<file path="src/rtl/lane_minmax_reducer.sv">
module lane_minmax_reducer #(
  parameter int LANES = 32
) (
  input  logic               clk,
  input  logic               rst_n,
  input  logic               op_valid,
  input  logic [LANES*32-1:0] lane_words,
  input  logic [LANES-1:0]   lane_en,
  input  logic               pick_max,
  input  logic               use_abs,
  input  logic               nan_poison,
  output logic               res_valid,
  output logic [31:0]        res_word
);
  localparam int LEVELS = $clog2(LANES);
  localparam logic [31:0] CANON = 32'h7FFF_FFFF;

  function automatic logic is_nan(input logic [31:0] x);
    return (&x[30:23]) && (|x[22:0]);
  endfunction

  // sign-magnitude strict less-than
  function automatic logic below(input logic [31:0] a, input logic [31:0] b);
    if (a[31] != b[31]) return a[31];
    if (!a[31]) return a[30:0] < b[30:0];
    return a[30:0] > b[30:0];
  endfunction

  for (genvar l = 0; l <= LEVELS; l++) begin : lv
    localparam int N = LANES >> l;
    logic [31:0]  v [N];
    logic [N-1:0] h;
    logic [N-1:0] n;
    logic         vl, mx, np;

    if (l == 0) begin : leaf
      assign vl = op_valid;
      assign mx = pick_max;
      assign np = nan_poison;
      for (genvar i = 0; i < N; i++) begin : ln
        logic [31:0] x;
        assign x    = use_abs ? {1'b0, lane_words[i*32+:31]} : lane_words[i*32+:32];
        assign v[i] = x;
        assign h[i] = lane_en[i] & ~is_nan(x);
        assign n[i] = lane_en[i] &  is_nan(x);
      end
    end else begin : node
      logic [31:0]  nv [N];
      logic [N-1:0] nh, nn;
      for (genvar i = 0; i < N; i++) begin : pr
        logic [31:0] a, b;
        logic        ha, hb, take_b;
        assign a  = lv[l-1].v[2*i];
        assign b  = lv[l-1].v[2*i+1];
        assign ha = lv[l-1].h[2*i];
        assign hb = lv[l-1].h[2*i+1];
        assign take_b = hb & (~ha | (lv[l-1].mx ? below(a, b) : below(b, a)));
        assign nv[i] = take_b ? b : a;
        assign nh[i] = ha | hb;
        assign nn[i] = lv[l-1].n[2*i] | lv[l-1].n[2*i+1];
      end

      always_ff @(posedge clk) begin
        v  <= nv;
        h  <= nh;
        n  <= nn;
        mx <= lv[l-1].mx;
        np <= lv[l-1].np;
      end

      always_ff @(posedge clk or negedge rst_n) begin
        if (!rst_n) vl <= 1'b0;
        else        vl <= lv[l-1].vl;
      end
    end
  end

  assign res_valid = lv[LEVELS].vl;
  assign res_word  = (!lv[LEVELS].h[0] || (lv[LEVELS].np && lv[LEVELS].n[0]))
                     ? CANON : lv[LEVELS].v[0];
endmodule


</file>
<file path="config.mk">
export PLATFORM = sky130hd
export DESIGN_NAME = lane_minmax_reducer
export DESIGN_NICKNAME = d
export VERILOG_FILES = /design/src/rtl/lane_minmax_reducer.sv
export SDC_FILE = /design/constraint.sdc
export NUM_CORES = 2
export LEC_CHECK = 0
export BUFFER_PORTS_ARGS = -buffer_cell sky130_fd_sc_hd__clkbuf_2
export CAP_MARGIN = 20
export CORE_AREA = 8 8 416 418
export DETAILED_ROUTE_END_ITERATION = 6
export DIE_AREA = 0 0 424 426
export PLACE_DENSITY = 0.56
export SLEW_MARGIN = 40
export SYNTH_ARGS = -nofsm -noshare
export SYNTH_HDL_FRONTEND = slang
export SYNTH_SLANG_ARGS = --single-unit
</file>
<file path="constraint.sdc">
create_clock -name clk -period 4.4 [get_ports clk]
set_clock_uncertainty 0.15 [all_clocks]
set_input_delay 0.88 -clock clk [delete_from_list [all_inputs] [get_ports clk]]
set_output_delay 0.88 -clock clk [all_outputs]
set_load 0.05 [all_outputs]
</file>
; Word-level counts from Yosys, hierarchy flattened
; Index checks and enable logic that the tools add are counted.
[op_classes]
n_eq_ne = 62
reduce_logical = 99
order_cmp = 124
bitwise = 251
muxes = 529
[ops]
columns = operator, count
row1 = 2-to-1 mux 32 bit, 64
row2 = greater-than comparator 31 bit, 62
row3 = less-than comparator 31 bit, 62
row4 = OR reduction 23 bit, 32
row5 = 2-to-1 mux 1 bit, 465
row6 = AND reduction 8 bit, 32
row7 = bitwise AND 1 bit, 95
row8 = OR 1 bit, 93
row9 = NOT 1 bit, 63
row10 = != test 1 bit, 62
row11 = logical AND 1 bit, 33
row12 = logical NOT 1 bit, 1
row13 = logical OR 1 bit, 1
[word_totals]
elab_cells = 1120
output_inout_bits = 33
input_bits = 1062
ff_bits = 1068

; Logic depth before layout (Yosys ltp)
[depth]
ltp_word = 10
ltp_mapped = 11
ltp_nobuf = 10

; Least setup slack after synthesis
; OpenSTA, ideal clock, no wires.
[synth_timing]
kind = input-to-reg
from = input lane_words[10]
to = register lv[1].v, in the netlist lv[2].node.pr[0].a[22]
required_ps = 4127
setup_time_ps = 123
slack_ps = 1203
arrival_ps = 2924
path_buffers = 1
stages = 11
path_cell_list = inv_1 > ha_1 > and4_1 > and4bb_1 > o31ai_1 > o211ai_1 > a211oi_1 > a21oi_1 > o21bai_2 > buf_2 > mux2_1
[synth_lines]
columns = element, line
row1 = "start, declared", 7  ; input logic [LANES*32-1:0] lane_words,
row2 = "end signal, assigned", 64  ; v <= nv;
row3 = "end, declared", 31  ; logic [31:0] v [N];

==> results.json <==
{
  "status": "complete, no violations",
  "end_kind": "register",
  "drt-initial-drc-count": 3338,
  "synth.most_common_cell": "dfxtp_1",
  "start_kind": "register",
  "synth_compound_area_share_pct": 13.28,
  "cp_max_fo": 12,
  "finalHoldViolations": 0,
  "netlist-cell-type-count": 75,
  "synthAdderAreaFrac_pct": 19.42,
  "io_buffer_count": 1094,
  "routedWlPerCell_um": 22.29,
  "die_h_um": 426,
  "cts.sinks": 1068,
  "ys_ff_latch": 1068,
  "met1_usage_pct": 29.42,
  "post_cts_buffers": 0,
  "synth_top_family_by_area": "adder cells",
  "ys_warn_count": 0,
  "clk_latency_ns": 0.72,
  "dp.cells": 10154,
  "synth_area_um2": 61900,
  "synth_nets": 8967,
  "yosysSeqAreaShare_pct": 34.58,
  "dp_hpwl_um": 199300,
  "grt_pass1_wl_um": 337500,
  "fin_nets": 10094,
  "drv_cap": 0,
  "post-route-min-period_ns": 3.657,
  "grt_pass1_vias": 55019,
  "cts_inserted_buffers": 118,
  "drc": 0,
  "core_um2": 166300,
  "top_usage_layer": "met2",
  "synth_edf_count": 0,
  "finalSetupTns_ns": 0,
  "initial_core_util_pct": 37.23,
  "syn_inst": 6944,
  "synth_top_flop_cell": "dfxtp_1",
  "ctsRootBufferMaster": "clkbuf_16",
  "h-tree-depth": 3,
  "holdWs_ns": 0.1326,
  "p_per_area_nw_per_um2": 501.2,
  "tritoncts": "built",
  "met2_usage_pct": 43.88,
  "syn_to_final_growth_pct": 19.80,
  "ant_nets": 0,
  "crit_type": "reg2reg",
  "syn_avg_cell_area_um2": 8.914,
  "routed_via_density": 5.178,
  "synth_top_area_cell": "dfxtp_1",
  "synthArstFlopShare_pct": 0.4682,
  "min_path_type": "in2reg",
  "clock.fmax_mhz": 273.5,
  "grt_max_degree": 61,
  "slew_violations": 0,
  "yosys.area_share.simple_pct": 14.01,
  "fillCellCount": 16376,
  "cp_data_arrival_time_ns": 4.09,
  "rsz0062_at_grt": "no",
  "path_cells": "inv_1 -> ha_1 -> nand4_1 -> nor4_1 -> nand2_1 -> o211ai_1 -> o31ai_1 -> a21oi_2 -> buf_4 -> mux2_2",
  "drive_above_1_share_pct": 23.56,
  "ys_top_cells_by_area": "dfxtp_1, ha_1, mux2_2",
  "firstDrtPassIters": 5,
  "period_share_pct": 83.10,
  "setup_viol": 0,
  "rows": 150,
  "critPathRequiredTime_ns": 4.83,
  "gp_congestion": 0.9875,
  "cp_slowest_cell": "nor4_1",
  "antenna_found_initial": 18,
  "grt_use_met3_pct": 3.952,
  "dieArea_um2": 180600,
  "cp_top_family": "simple AND/OR/NAND/NOR gates",
  "synth_top_area_share_pct": 34.38,
  "fp.dieW_um": 424,
  "grt.total_usage_pct": 24.33,
  "clockBufferDepth": 3,
  "clk_pin_slew_ns": 0.06,
  "synth_common_cells": "dfxtp_1, inv_1, ha_1, nand2_1, o21ai_0",
  "relSlewSlack_pct": 43.17,
  "leakagePower_nw": 36.54,
  "vias": 53750,
  "synthXorXnorAreaFrac_pct": 0.8348,
  "tightest_slew_ns": 0.8525,
  "gr-total-overflow": 0,
  "synthMuxAreaShare_pct": 10.21,
  "slowest_delay_ns": 0.62,
  "path_buf_inv": 2,
  "io_pins": 1095,
  "drt_wl_total_um": 231400,
  "peakVddDrop_mv": 0.3970,
  "instances_no_fill": 10381
}
[cell type report]
class,instances,area [um^2],share of cell area [%]
well taps,2204,2758,3.719
flip-flops and latches,1068,21410,28.87
repair buffers,1160,6108,8.237
multi-input cells,4692,35860,48.36
diodes,7,17.52,0.02362
clock inverters,60,790.8,1.066
clock buffers,159,3341,4.505
inverters,1031,3870,5.219
[what timing repair did]
item / 4_1_cts / 5_1_grt
endpoints found under the hold margin: 5 / 0
setup endpoints to repair: 0 / 0
resized for setup: 0 / 0
hold buffers: 1 / 0
[state kept, by name, summed over array words and instances, names as in the netlist]
register      flops
lv.node.pr.a    480
lv.np             5
lv.mx             4
lv.node.pr.b    480
res_valid         1
lv.h             31
lv.v             32
lv.vl             4
lv.n             31
[power by group]
part | leakage [nW] | total [mW] | internal [mW] | switching (mW)
clock network | 2.01 | 10.4 | 6.22 | 4.18
registers | 9.00 | 13.6 | 12.0 | 1.61
logic | 25.5 | 13.2 | 5.78 | 7.41
total | 36.5 | 37.2 | 24.0 | 13.2
[routing by layer]
metal | up-vias | wire length (um)
met5 | - | 35
met4 | 6 | 8528
met3 | 357 | 11480
met2 | 1594 | 114300
met1 | 25165 | 97090
li1 | 26628 | -
[cell usage in the layout, fill, tap and decap left out, types with 51 or more instances in the layout]
| cell | Yosys | layout |
|---|---|---|
| a211oi_1 | 51 | 51 |
| a21o_1 | 76 | 76 |
| a21oi_1 | 344 | 343 |
| buf_4 | 21 | 55 |
| clkbuf_16 | 0 | 121 |
| clkbuf_2 | 0 | 1092 |
| dfxtp_1 | 1063 | 1062 |
| ha_1 | 961 | 961 |
| inv_1 | 1031 | 1031 |
| mux2_1 | 63 | 63 |
| mux2_2 | 412 | 412 |
| mux2_4 | 60 | 60 |
| nand2_1 | 744 | 744 |
| nand3_1 | 115 | 115 |
| nand4_1 | 252 | 252 |
| nor2_1 | 162 | 162 |
| nor3_1 | 92 | 92 |
| nor4_1 | 173 | 172 |
| o21ai_0 | 596 | 596 |
| o21ai_1 | 53 | 53 |
| xnor2_1 | 56 | 56 |
[stage by stage]
step,instance area [um^2],utilization [%],worst slack (ns),power (mW)
detailed placement,69990,42.09,0.4469,26.94
finish,74160,44.60,0.7435,37.16
global route,74140,44.59,0.4913,39.41
floorplan,61900,-,1.203,21.90
CTS,74130,44.58,0.6806,37.55
global placement,69970,42.08,0.4498,26.70
[cells by family after synthesis]
kind of cell	Yosys count
xor gates and xnor gates	59
DFF	1068
muxes	542
and+or+nand+nor	1760
adders and majority gates	961
AOI/OAI and AO/OA	1370
buffers and inverters	1184
[path summary, 6_finish.rpt]
check,cells after the start,start,slack (ns),end
setup reg to reg,10,lv[3].node.pr[1].a[29],0.74,lv[4].node.pr[0].b[9]
max in group asynchronous,2,rst_n,3.60,res_valid
min in group asynchronous,2,rst_n,0.37,lv[4].vl
hold reg to reg,0,lv[4].np,0.17,lv[5].np
setup / recovery,10,lv[3].node.pr[1].a[29],0.74,lv[4].node.pr[0].b[9]
hold / removal,1,op_valid,0.13,lv[1].vl
(Power assumes the default switching activity.)
